$ cat src/rtl/nand_tc_pkg.sv
package nand_tc_pkg;
  localparam int TIME_W = 8;

  typedef enum logic [1:0] {
    PH_IDLE   = 2'd0,
    PH_SETUP  = 2'd1,
    PH_STROBE = 2'd2,
    PH_HOLD   = 2'd3
  } phase_e;

  typedef struct packed {
    logic [TIME_W-1:0] setup;
    logic [TIME_W-1:0] strobe;
    logic [TIME_W-1:0] hold;
  } phase_cfg_t;
endpackage

$ cat src/rtl/nand_phase_fsm.sv
module nand_phase_fsm
  import nand_tc_pkg::*;
(
  input  logic       clk_i,
  input  logic       rst_ni,
  input  logic       start_i,
  input  phase_cfg_t cfg_i,
  output phase_e     phase_o,
  output logic       strobe_last_o,
  output logic       ack_o
);
  phase_e            phase_q;
  phase_cfg_t        cfg_q;
  logic [TIME_W-1:0] cnt_q;
  logic              ack_q;

  always_ff @(posedge clk_i or negedge rst_ni) begin
    if (!rst_ni) begin
      phase_q <= PH_IDLE;
      cfg_q   <= '0;
      cnt_q   <= '0;
      ack_q   <= 1'b0;
    end else begin
      ack_q <= 1'b0;
      unique case (phase_q)
        PH_IDLE: begin
          if (start_i) begin
            phase_q <= PH_SETUP;
            cfg_q   <= cfg_i;
            cnt_q   <= cfg_i.setup;
          end
        end
        PH_SETUP: begin
          if (cnt_q == '0) begin
            phase_q <= PH_STROBE;
            cnt_q   <= cfg_q.strobe;
          end else begin
            cnt_q <= cnt_q - 1'b1;
          end
        end
        PH_STROBE: begin
          if (cnt_q == '0) begin
            phase_q <= PH_HOLD;
            cnt_q   <= cfg_q.hold;
          end else begin
            cnt_q <= cnt_q - 1'b1;
          end
        end
        PH_HOLD: begin
          if (cnt_q == '0) begin
            phase_q <= PH_IDLE;
            ack_q   <= 1'b1;
          end else begin
            cnt_q <= cnt_q - 1'b1;
          end
        end
        default: phase_q <= PH_IDLE;
      endcase
    end
  end

  assign phase_o       = phase_q;
  assign strobe_last_o = (phase_q == PH_STROBE) && (cnt_q == '0);
  assign ack_o         = ack_q;

  p_strobe_cnt_r3: assert property (@(posedge clk_i) disable iff (!rst_ni)
    (phase_q == PH_STROBE) |-> (cnt_q <= cfg_q.strobe));
  p_ack_pulse_r4: assert property (@(posedge clk_i) disable iff (!rst_ni)
    ack_q |=> !ack_q);
  p_ack_after_hold_r4: assert property (@(posedge clk_i) disable iff (!rst_ni)
    $rose(ack_q) |-> $past(phase_q == PH_HOLD));
  p_cfg_stable_r9: assert property (@(posedge clk_i) disable iff (!rst_ni)
    (phase_q != PH_IDLE && phase_q != PH_SETUP) |-> $stable(cfg_q));
endmodule

$ cat src/rtl/nand_bank_sel.sv
module nand_bank_sel #(
  parameter int NUM_BANKS = 4,
  localparam int BANK_W = (NUM_BANKS > 1) ? $clog2(NUM_BANKS) : 1
) (
  input  logic              clk_i,
  input  logic              rst_ni,
  input  logic              start_i,
  input  logic [BANK_W-1:0] bank_i,
  output logic [NUM_BANKS-1:0] ce_n_o
);
  logic [BANK_W-1:0] bank_q;
  logic              valid_q;

  always_ff @(posedge clk_i or negedge rst_ni) begin
    if (!rst_ni) begin
      bank_q  <= '0;
      valid_q <= 1'b0;
    end else if (start_i) begin
      bank_q  <= bank_i;
      valid_q <= 1'b1;
    end
  end

  for (genvar i = 0; i < NUM_BANKS; i++) begin : g_ce
    assign ce_n_o[i] = !(valid_q && (bank_q == BANK_W'(i)));
  end

  p_ce_onehot_r7: assert property (@(posedge clk_i) disable iff (!rst_ni)
    $onehot0(~ce_n_o));
  p_ce_hold_r7: assert property (@(posedge clk_i) disable iff (!rst_ni)
    !start_i |=> $stable(ce_n_o));
endmodule

$ cat src/rtl/nand_data_path.sv
module nand_data_path
  import nand_tc_pkg::*;
#(
  parameter int DATA_W = 8,
  localparam int EL_W = TIME_W + 2
) (
  input  logic              clk_i,
  input  logic              rst_ni,
  input  logic              start_i,
  input  logic              wr_i,
  input  logic [DATA_W-1:0] wdata_i,
  input  logic [TIME_W-1:0] hiz_i,
  input  logic              busy_i,
  input  logic              capture_i,
  input  logic [DATA_W-1:0] dq_i,
  output logic [DATA_W-1:0] dq_o,
  output logic              dq_oe_o,
  output logic [DATA_W-1:0] rdata_o
);
  logic [DATA_W-1:0] wdata_q, rdata_q;
  logic [TIME_W-1:0] hiz_q;
  logic              wr_q;
  logic [EL_W-1:0]   elapsed_q;

  always_ff @(posedge clk_i or negedge rst_ni) begin
    if (!rst_ni) begin
      wdata_q   <= '0;
      hiz_q     <= '0;
      wr_q      <= 1'b0;
      elapsed_q <= '0;
    end else if (start_i) begin
      wdata_q   <= wdata_i;
      hiz_q     <= hiz_i;
      wr_q      <= wr_i;
      elapsed_q <= '0;
    end else if (busy_i && elapsed_q != '1) begin
      elapsed_q <= elapsed_q + 1'b1;
    end
  end

  always_ff @(posedge clk_i or negedge rst_ni) begin
    if (!rst_ni)        rdata_q <= '0;
    else if (capture_i) rdata_q <= dq_i;
  end

  assign dq_oe_o = busy_i && wr_q && (elapsed_q > EL_W'(hiz_q));
  assign dq_o    = wdata_q;
  assign rdata_o = rdata_q;

  p_rdata_hold_r6: assert property (@(posedge clk_i) disable iff (!rst_ni)
    !capture_i |=> $stable(rdata_q));
  p_drive_stays_r5: assert property (@(posedge clk_i) disable iff (!rst_ni)
    (dq_oe_o && busy_i && !start_i) |=> (dq_oe_o || !busy_i));
endmodule

$ cat src/rtl/nand_strobe_ctrl.sv
module nand_strobe_ctrl
  import nand_tc_pkg::*;
#(
  parameter int NUM_BANKS = 4,
  parameter int ADDR_W    = 28,
  parameter int DATA_W    = 8,
  parameter int CLE_BIT   = 16,
  parameter int ALE_BIT   = 17,
  localparam int BANK_W   = (NUM_BANKS > 1) ? $clog2(NUM_BANKS) : 1
) (
  input  logic                 clk_i,
  input  logic                 rst_ni,
  input  logic                 req_i,
  input  logic                 we_i,
  input  logic [ADDR_W-1:0]    addr_i,
  input  logic [DATA_W-1:0]    wdata_i,
  input  logic [TIME_W-1:0]    t_setup_i,
  input  logic [TIME_W-1:0]    t_strobe_i,
  input  logic [TIME_W-1:0]    t_hold_i,
  input  logic [TIME_W-1:0]    t_hiz_i,
  output logic                 busy_o,
  output logic                 ack_o,
  output logic [DATA_W-1:0]    rdata_o,
  output logic [NUM_BANKS-1:0] ce_n_o,
  output logic                 we_n_o,
  output logic                 oe_n_o,
  output logic                 cle_o,
  output logic                 ale_o,
  output logic [DATA_W-1:0]    dq_o,
  output logic                 dq_oe_o,
  input  logic [DATA_W-1:0]    dq_i
);
  phase_e     phase;
  phase_cfg_t cfg;
  logic       start, strobe_last, in_strobe;
  logic       wr_q, cle_q, ale_q;

  assign start = req_i && (phase == PH_IDLE);
  assign cfg   = '{setup: t_setup_i, strobe: t_strobe_i, hold: t_hold_i};

  always_ff @(posedge clk_i or negedge rst_ni) begin
    if (!rst_ni) begin
      wr_q  <= 1'b0;
      cle_q <= 1'b0;
      ale_q <= 1'b0;
    end else if (start) begin
      wr_q  <= we_i;
      cle_q <= addr_i[CLE_BIT];
      ale_q <= addr_i[ALE_BIT];
    end
  end

  nand_phase_fsm u_fsm (
    .clk_i        (clk_i),
    .rst_ni       (rst_ni),
    .start_i      (start),
    .cfg_i        (cfg),
    .phase_o      (phase),
    .strobe_last_o(strobe_last),
    .ack_o        (ack_o)
  );

  nand_bank_sel #(.NUM_BANKS(NUM_BANKS)) u_bank (
    .clk_i  (clk_i),
    .rst_ni (rst_ni),
    .start_i(start),
    .bank_i (addr_i[ADDR_W-1 -: BANK_W]),
    .ce_n_o (ce_n_o)
  );

  nand_data_path #(.DATA_W(DATA_W)) u_data (
    .clk_i    (clk_i),
    .rst_ni   (rst_ni),
    .start_i  (start),
    .wr_i     (we_i),
    .wdata_i  (wdata_i),
    .hiz_i    (t_hiz_i),
    .busy_i   (busy_o),
    .capture_i(strobe_last && !wr_q),
    .dq_i     (dq_i),
    .dq_o     (dq_o),
    .dq_oe_o  (dq_oe_o),
    .rdata_o  (rdata_o)
  );

  assign busy_o    = (phase != PH_IDLE);
  assign in_strobe = (phase == PH_STROBE);
  assign we_n_o    = !(in_strobe && wr_q);
  assign oe_n_o    = !(in_strobe && !wr_q);
  assign cle_o     = busy_o && wr_q && cle_q;
  assign ale_o     = busy_o && wr_q && ale_q;

  p_strobe_excl_r3: assert property (@(posedge clk_i) disable iff (!rst_ni)
    !(!we_n_o && !oe_n_o));
  p_latch_write_r8: assert property (@(posedge clk_i) disable iff (!rst_ni)
    (cle_o || ale_o) |-> oe_n_o);
  p_drive_write_r5: assert property (@(posedge clk_i) disable iff (!rst_ni)
    dq_oe_o |-> (oe_n_o && busy_o));
  p_idle_quiet_r10: assert property (@(posedge clk_i) disable iff (!rst_ni)
    ack_o |-> !busy_o);
  p_ce_during_access_r7: assert property (@(posedge clk_i) disable iff (!rst_ni)
    busy_o |-> !(&ce_n_o));
endmodule

$ cat config.mk
export PLATFORM = sky130hd
export DESIGN_NAME = nand_strobe_ctrl
export DESIGN_NICKNAME = d
export VERILOG_FILES = /design/src/rtl/nand_tc_pkg.sv /design/src/rtl/nand_phase_fsm.sv /design/src/rtl/nand_bank_sel.sv /design/src/rtl/nand_data_path.sv /design/src/rtl/nand_strobe_ctrl.sv
export SDC_FILE = /design/constraint.sdc
export NUM_CORES = 1
export LEC_CHECK = 0
export ABC_AREA = 1
export BUFFER_PORTS_ARGS = -buffer_cell sky130_fd_sc_hd__buf_2
export CAP_MARGIN = 30
export CELL_PAD_IN_SITES_DETAIL_PLACEMENT = 2
export CELL_PAD_IN_SITES_GLOBAL_PLACEMENT = 2
export CORE_MARGIN = 2
export CORE_UTILIZATION = 32
export DETAILED_ROUTE_END_ITERATION = 12
export GPL_TIMING_DRIVEN = 1
export PLACE_DENSITY = 0.9
export SYNTH_ARGS = -nofsm -noshare
export SYNTH_HDL_FRONTEND = slang
export SYNTH_SLANG_ARGS = --single-unit
$ cat constraint.sdc
create_clock -name clk_i -period 5.04 [get_ports clk_i]
set_input_delay 1.008 -clock clk_i [delete_from_list [all_inputs] [get_ports clk_i]]
set_output_delay 1.008 -clock clk_i [all_outputs]
set_load 0.03 [all_outputs]
Word-level counts from Yosys, hierarchy flattened
Index checks and enable logic that the tools add are counted.

Memories: 0. Bits in writable memories: 0. Bits of input ports: 80. Memory bits (read-only): 0. Output and inout bits: 27. Logic and storage cells: 72. Latch bits: 0. Register bits: 67.

Shifts and indexed selects: 0. Mux-type cells: 14. Multiply operators: 0. Bitwise logic cells: 0. Reductions and logical operators: 29. Divide/modulo/power cells: 0. $lt $le $gt $ge: 1. Equality and inequality tests: 12. $add $sub $neg: 2.

Operators with widths (number): $mux 8 (4); $pmux 8 s4 (1); $mux 10 (2); $logic_and 1x1->1 (14); $add 10x1->10 const B (1); $gt 10x8->1 (1); $ne 10x10->1 const B (1); $eq 2x2->1 const B (4); $logic_not 8->1 (1); $mux 2 (4); $pmux 2 s4 (1); $sub 8x1->8 const B (1); $logic_not 1->1 (7); $ne 2x1->1 const B (3); $eq 2x1->1 const B (2); $logic_not 2->1 (2); $ne 2x2->1 const B (2); $reduce_and 2->1 (2); $reduce_and 4->1 (1); $reduce_bool 2->1 (2); $mux 1 (2).

Longest topological paths before layout
Gate-level depths: netlist (run 1).

Word-level depth: 4. Depth in mapped cells: 11.

Cells and area by module
From an unflattened synthesis (run 1), not the netlist that was laid out.

Cells, all modules: 456. Area total of the unflattened synthesis: 3777.4 um^2.

By module, submodules not included: nand_data_path (area an instance 1766.7 um^2, sequential area each 875.8 um^2, cells an instance 210, times used 1); nand_phase_fsm (area an instance 1690.4 um^2, sequential area each 675.6 um^2, cells an instance 203, times used 1); nand_strobe_ctrl (area an instance 185.2 um^2, sequential area each 75.1 um^2, cells an instance 26, times used 1); nand_bank_sel (area an instance 135.1 um^2, sequential area each 75.1 um^2, cells an instance 17, times used 1).

Least setup slack after synthesis (run 1)
No wires, ideal clock.

Path kind: register -> output. Start point: reg u_fsm.phase_q[0], in the netlist u_fsm.phase_o[0]. End point: out dq_oe_o. Arrival time: 1576 ps. Cell stages (with the launch flop): 7. Path buffers: 1. Path slack: 2456 ps. Cells stage by stage: dfrtp_1 > inv_1 > ha_1 > inv_1 > buf_2 > nand2_1 > nor2_1.

Word-level cells in the longest chain between the ends: 3.

Ends and longest elaborated chain: start, declared (line nand_phase_fsm.sv:12) `phase_e phase_q;`; start signal, assigned (line nand_phase_fsm.sv:19) `phase_q <= PH_IDLE;`; start signal, assigned (line nand_phase_fsm.sv:28) `phase_q <= PH_SETUP;`; start signal, assigned (line nand_phase_fsm.sv:35) `phase_q <= PH_STROBE;`; $reduce_bool 2->1 (line nand_strobe_ctrl.sv:86) `assign busy_o = (phase != PH_IDLE);`; named net busy_o (line nand_strobe_ctrl.sv:21) `output logic busy_o,`; $logic_and 1x1->1 (2 in series) (line nand_data_path.sv:46) `assign dq_oe_o = busy_i && wr_q && (elapsed_q > EL_W'(hiz_q));`; end, declared (line nand_strobe_ctrl.sv:30) `output logic dq_oe_o,`.

The timed path passes the listed nets, and every way through them passes these cells.

Final worst setup path (run 1)
Start point: reg u_fsm.phase_q[0], in the netlist u_fsm.phase_o[0]. End point: out oe_n_o.

Word-level cells in the longest chain between the ends: 3.

Ends and longest elaborated chain: $eq 2x2->1 (line nand_strobe_ctrl.sv:87) `assign in_strobe = (phase == PH_STROBE);`; $logic_and 1x1->1 (line nand_strobe_ctrl.sv:89) `assign oe_n_o = !(in_strobe && !wr_q);`; $logic_not 1->1 (line nand_strobe_ctrl.sv:89); end, declared (line nand_strobe_ctrl.sv:26) `output logic oe_n_o,`.

Every way passes these cells.

==> reports/metrics.yaml, run 1 <==
status: "finished clean"
powerDensity_mw_per_mm2: 679
synthXorXnorAreaFrac: 0.0174
path_class: "flop to primary output"
vdd.ir_drop.worst_mv: 0.290
grt_max_degree: 40
ys_ff_latch: 67
end_kind: "primary output"
start_util: 0.327
worst-r2r-setup-slack_ns: 2.58
min_path_type: "flop to flop"
cts_buffer_depth: 2
die_area_sq_mm: 0.0119
worst-path-buf-inv: 4
cts.clk_slew.worst_paths_ns: 0.08
yosysSeqAreaShare: 0.475
std_cell_rows: 38
clock_skew_ns: 0.00730
cts-root-buf: "clkbuf_8"
cp_slowest_cell: "dfrtp_1"
dr.pass1.iters: 6
r2r-end: "u_data.hiz_q[0]"
synth.top_cells.by_area: "dfrtp_1 47%, nand2_1 12%, nor2_1 5.3%, ha_1 5.0%, inv_1 4.4%"
netlist_area_sq_mm: 0.00353
worstReg2RegStart: "u_fsm.phase_o[1]"
grt_overflow: 0
critPathMaxStageDelay_ns: 0.42
vias: 3198
register_area_sq_mm: 0.00168
hold_start: "u_data.rdata_o[7]"
rsz0062_at_grt: "false"
drc: 0
cts_tree: "done"
finalSetupViolCount: 0
wirelength_um: 11000
worst_setup_path_start_kind: "flop"
h-tree-depth: 3
placed_area_sq_mm: 0.00409
grt_use_total: 0.200
arrival_ns: 2.13
antenna_cells: 0
die_height_um: 109
clkSinkCount: 67
io_pins: 107
crit_chain: "inv_1 > ha_1 > inv_1 > nor2_2 > inv_1 > buf_2"
grt_pass1_wl_um: 18200
synth_mux_area_frac: 0.0606
gr-usage-met3: 0.0353
final_nets: 602
grt_util_met1: 0.247
slew_viol_final: 0
area_growth_syn_to_layout_pct: 20.5
synth-compound-area-share: 0.0783
syn_nets: 517
synthAdderAreaFrac: 0.0496
route.antenna.remaining_nets: 0
fmax_ghz: 0.318
drv_cap: 0
crit_fanout: 10
grt_pass1_vias: 3574
numCtsBuffers: 9
die_x_um: 109
worstHoldPathCells: 2
reg2regPathDepth: 6
antenna_found_initial: 0
postSynthCellCount: 423
drt-vias-per-instance: 4.90
worst_pin_slew_ns: 0.918
wl_per_cell_um: 16.8
tns_ns: 0
design_area_sq_mm: 0.00426
finalCriticalPeriod_ns: 3.14
p_leak_uw: 0.00222
busiest_layer: "met2"
critical_path_depth: 6
cpLargestDelayFamily: "buffers and inverters"
yosys.area.top_type_share: 0.475
post_cts_resized: 0
cts_hold_buf: 0
multi_input_comb_area_sq_mm: 0.00161
coreArea_sq_mm: 0.0108
period_share: 0.624
hold_viol: 0
layout-drive-gt1-share: 0.261
numPortBuffers: 82
synth_top_family_by_area: "simple AND/OR/NAND/NOR gates"
num-fill-cells: 1231
synth.avg_cell_area_sq_um: 8.35
slew_headroom: 0.388
place_hpwl_um: 7870
synthSimpleGateAreaFrac: 0.249
yosysWarnings: 0
clock_latency_ns: 0.36
grt_use_met2: 0.344
postCtsSetupRepairBufs: 0
whs_endpoint: "u_data.rdata_o[7]"
crit_top_cell: "inv_1"
required_ns: 4.03
drt_iter0_drc: 82
synth_cell_types: 30
gp_congestion: 0.758
yosysTopAreaCell: "dfrtp_1"
-- power by group --
part	switching, uW	internal (uW)	total [uW]	leakage [uW]
sequential	191	797	988	0.000786
clock	232	176	408	0.0000887
combinational	1010	486	1490	0.00135
-- placed cells by master (no fill, tap or decap) --
cell,instances
nand2_2,4
nand3_1,30
nor3_2,1
xor2_1,6
o21ai_0,14
dfrtp_1,67
buf_2,82
o21ai_4,1
mux2_1,6
or2_2,1
o21ai_1,6
a21oi_1,29
buf_4,3
ha_1,14
clkinv_4,2
nand3_2,1
o211ai_1,1
nor2_4,2
mux2_2,13
inv_2,4
xnor2_1,1
clkinv_2,4
clkinvlp_4,1
nor2_1,50
nor2_2,4
inv_1,41
nand2_4,1
clkbuf_8,9
nand4_1,3
nor3_1,1
nand2_1,109
buf_16,1
a211oi_1,1
-- worst min-delay path: stages (launching register included) --
cell	delay, ns
dfrtp_1	0.35
nand2_1	0.06
nand2_1	0.05
-- cells in the mapped netlist --
library cell / number
nand2_1: 109
dfrtp_1: 67
nor2_1: 50
inv_1: 41
nand3_1: 30
a21oi_1: 29
ha_1: 14
o21ai_0: 14
mux2_2: 13
buf_2: 6
mux2_1: 6
o21ai_1: 6
xor2_1: 6
inv_2: 4
nand2_2: 4
nor2_2: 4
buf_6: 3
nand4_1: 3
clkbuf_1: 2
nor2_4: 2
a211oi_1: 1
buf_4: 1
nand2_4: 1
nand3_2: 1
nor3_1: 1
nor3_2: 1
o211ai_1: 1
o21ai_4: 1
or2_2: 1
xnor2_1: 1
-- sequential cells by signal, indices dropped and copies added (netlist names) --
name	count
ale_q	1
cle_q	1
u_bank.bank_q	2
u_bank.valid_q	1
u_data.dq_o	8
u_data.elapsed_q	10
u_data.hiz_q	8
u_data.rdata_o	8
u_data.wr_q	1
u_fsm.ack_o	1
u_fsm.cfg_q	16
u_fsm.cnt_q	8
u_fsm.phase_o	2
-- worst max-delay path by stage --
| stage | startpoint | slack (ns) | endpoint |
|---|---|---|---|
| floorplan | u_fsm.phase_o[0] | 2.46 | dq_oe_o |
| global placement | req_i | 2.33 | u_data.hiz_q[0] |
| detailed placement | u_fsm.phase_o[0] | 2.26 | oe_n_o |
| CTS | u_fsm.phase_o[0] | 1.87 | oe_n_o |
| global route | u_fsm.phase_o[0] | 1.72 | oe_n_o |
| finish | u_fsm.phase_o[0] | 1.90 | oe_n_o |
-- final cells by class --
cell class | count | share of cell area
clock buffers | 9 | 0.0291
clock inverters | 7 | 0.0106
inverters | 45 | 0.0397
multi-input cells | 299 | 0.378
flip-flops and latches | 67 | 0.394
well taps | 140 | 0.0411
repair buffers | 86 | 0.108
-- metal layers --
metal,part of all wire,up-vias
met1,0.44,1589
li1,-,1519
met2,0.50,74
met4,0.020,0
met3,0.045,16
met5,0,-
-- kinds of logic after synthesis --
family	count (synthesis)
simple gates	207
flops	67
buf+inv	57
compound gates	52
mux	19
fa+ha+maj	14
xor+xnor	7
-- metrics by stage --
stage | hold WS [ns] | util | setup WS, ns | std cells | power [uW]
after floorplan | 0.449 | - | 2.46 | 423 | 2000
after global placement | 0.450 | 0.376 | 2.33 | 636 | 2320
after detailed placement | 0.469 | 0.379 | 2.26 | 637 | 2470
after CTS | 0.494 | 0.395 | 1.87 | 653 | 2920
after global routing | 0.518 | 0.395 | 1.72 | 653 | 3150
final | 0.487 | 0.395 | 1.90 | 653 | 2890
No activity file was read; power rests on OpenSTA's default activity.
==> run 2, diff against run 1 <==
--- a/config.mk
+++ b/config.mk
@@ -5,7 +5,7 @@
 export SDC_FILE = /design/constraint.sdc
 export NUM_CORES = 1
 export LEC_CHECK = 0
-export ABC_AREA = 1
+export ABC_AREA = 0
 export BUFFER_PORTS_ARGS = -buffer_cell sky130_fd_sc_hd__buf_2
 export CAP_MARGIN = 30
 export CELL_PAD_IN_SITES_DETAIL_PLACEMENT = 2
@@ -14,7 +14,7 @@
 export CORE_UTILIZATION = 32
 export DETAILED_ROUTE_END_ITERATION = 12
 export GPL_TIMING_DRIVEN = 1
-export PLACE_DENSITY = 0.9
+export PLACE_DENSITY = 0.84
 export SYNTH_ARGS = -nofsm -noshare
 export SYNTH_HDL_FRONTEND = slang
 export SYNTH_SLANG_ARGS = --single-unit
==> constraint.sdc (replaced) <==
create_clock -name clk_i -period 2.9 [get_ports clk_i]
set_input_delay 0.58 -clock clk_i [delete_from_list [all_inputs] [get_ports clk_i]]
set_output_delay 0.58 -clock clk_i [all_outputs]
set_load 0.03 [all_outputs]
==> reports/metrics.yaml, run 2 <==
worst-path-buf-inv: 1  # -3
dr.pass1.iters: 4  # -2
tns_ns: 0  # unchanged
ys_ff_latch: 67  # unchanged
setup_slack_ns: 0.126  # -1.77 ns
drv_cap: 0  # unchanged
io_pins: 107  # unchanged
die_height_um: 108  # -0.91%
antenna_found_initial: 0  # unchanged
cp_slowest_cell: "dfrtp_1"
die_x_um: 108  # -0.91%
drc: 0  # unchanged
status: "finished clean"
fmax_ghz: 0.360
yosysTopAreaCell: "dfrtp_1"
vdd.ir_drop.worst_mv: 0.542  # +87%
cts_hold_buf: 0  # unchanged
reg2regPathDepth: 5  # -1
cts_tree: "done"
required_ns: 2.32  # -1.71 ns
path_class: "flop to primary output"
num-fill-cells: 1124  # -8.7%
crit_fanout: 9  # -1
numCtsBuffers: 9  # unchanged
async_flop_share: 1.00  # unchanged
layout-drive-gt1-share: 0.371  # +0.110
grt_pass1_vias: 3318  # -7.2%
critPathMaxStageDelay_ns: 0.50  # +0.08 ns
dpl.cell_count: 527  # -17%
worst_pin_slew_ns: 0.886  # -0.0314 ns
arrival_ns: 2.19  # +0.06 ns
netlist_area_sq_mm: 0.00347  # -1.9%
wirelength_um: 10400  # -5.1%
synthFlopType: "dfrtp_1"
cpLargestDelayFamily: "flip-flops"
yosysMostFrequentCell: "dfrtp_1"
crit_chain: "ha_1 > nand3_1 > or2_2 > o41ai_1 > a31oi_1 > buf_2"
hold_viol: 0  # unchanged
synth.avg_cell_area_sq_um: 11.1  # +33%
yosysSeqAreaShare: 0.484  # +0.00908
yosysWarnings: 0  # unchanged
top_regs: "u_fsm.cfg_q x16, u_data.elapsed_q x10"
grt_use_total: 0.194  # -0.00587
critical_path_depth: 6  # unchanged
numPortBuffers: 82  # unchanged
synth.top_cells.by_area: "dfrtp_1 48%, mux2_2 10%, ha_1 5.1%, mux2_4 3.5%, o21ai_0 2.9%"
coreArea_sq_mm: 0.0104  # -3.5%
grt_overflow: 0  # unchanged
cts-root-buf: "clkbuf_8"
clkSinkCount: 67  # unchanged
drt-vias-per-instance: 5.37  # +9.6%
final_cell_mix: "82 x buf_2, 67 x dfrtp_1, 32 x mux2_2, 22 x nand2_1, 20 x o21ai_0"
post_cts_resized: 0  # unchanged
slew_viol_final: 0  # unchanged
drt_iter0_drc: 108  # +32%
final_nets: 496  # -18%
end_kind: "primary output"
antenna_cells: 0  # unchanged
place_hpwl_um: 7380  # -6.3%
yosys.area.top_type_share: 0.484  # +0.00908
syn_nets: 407  # -21%
h-tree-depth: 3  # unchanged
postCtsSetupRepairBufs: 0  # unchanged
area_growth_syn_to_layout_pct: 23.6
wl_per_cell_um: 19.2  # +14%
cts_buffer_depth: 2  # unchanged
register_area_sq_mm: 0.00168  # unchanged
powerDensity_mw_per_mm2: 1190  # +75%
finalSetupViolCount: 0  # unchanged
vias: 2914  # -8.9%
synth_cell_types: 53  # +77%
rsz0062_at_grt: "false"
p_leak_uw: 0.00204  # -8.3%
worst_setup_path_start_kind: "flop"
pre_cts_slack_ns: 0.431  # -1.83 ns
finalCriticalPeriod_ns: 2.77
multi_input_comb_area_sq_mm: 0.00166  # +3.3%
die_area_sq_mm: 0.0117  # -1.8%
top_register: "u_fsm.cfg_q"
start_util: 0.333  # +0.00547
yosys-top-cells-count: "67 x dfrtp_1, 32 x mux2_2, 22 x nand2_1, 20 x o21ai_0, 18 x inv_1"
std_cell_rows: 37  # -2.6%
min_path_type: "primary input to asynchronous set/reset pin"
postSynthCellCount: 313  # -26%
fin_cells: 543  # -17%
grt_max_degree: 68  # +70%
slew_headroom: 0.409  # +0.0209
period_share: 0.957
synth-edff-count: 0  # unchanged
clock_latency_ns: 0.36  # about the same
cts.clk_slew.worst_paths_ns: 0.09  # about the same
clock_skew_ns: 0.0153  # +0.00801 ns
route.antenna.remaining_nets: 0  # unchanged
gp_congestion: 0.832  # +9.7%
hold-worst-slack_ns: 0.409  # -0.0780 ns
final_common_cell: "buf_2"
grt_pass1_wl_um: 17600  # -3.7%
largest_reg_flops: 16  # unchanged
[run 2: layout make-up]
cell class                      instances  area share
Multi-Input combinational cell        214       0.387
Clock inverter                          6      0.0204
Timing Repair Buffer                   92       0.113
Inverter                               18      0.0158
Sequential cell                        67       0.391
Clock buffer                           10      0.0321
Tap cell                              136      0.0397
[run 2: kinds of logic after synthesis]
logic type	after synthesis	share of synthesized area
AO/OA/AOI/OAI	77	0.158
flip-flops	67	0.484
buffers and inverters	32	0.0372
AND/OR/NAND/NOR	81	0.126
adder cells (fa/ha/maj)	14	0.0505
multiplexers	40	0.139
XOR/XNOR	2	0.00506
[run 2: path summary, 6_finish.rpt]
kind	from	endpoint	slack [ns]
worst max-delay path	u_data.elapsed_q[4]	dq_oe_o	0.13
worst min-delay path	rst_ni	u_fsm.cnt_q[2]	0.41
worst max register to register	u_fsm.cnt_q[0]	u_data.rdata_o[5]	0.39
worst min register to register	u_data.dq_o[4]	u_data.dq_o[4]	0.50
max in group asynchronous	rst_ni	u_fsm.phase_o[0]	1.89
min in group clk_i	t_hiz_i[7]	u_data.hiz_q[7]	0.43
[run 2: layer usage]
layer,GRT usage,part of all wire,vias up
met2,0.330,0.49,75
met5,0,0,-
met4,0.0595,0.015,0
met1,0.244,0.44,1489
met3,0.0476,0.055,12
li1,-,-,1338
[run 2: power breakdown]
group / switching, uW / internal (uW)
Sequential: 347 / 1360
Combinational: 1440 / 1050
Clock: 393 / 509
[run 2: metrics by stage]
step	power, uW	area, sq um	util
6_report	5100	4290	0.411
5_1_grt	5480	4290	0.411
4_1_cts	5140	4290	0.411
3_5_place_dp	4190	4060	0.390
3_3_place_gp	4010	4060	0.390
2_1_floorplan	3370	3470	-
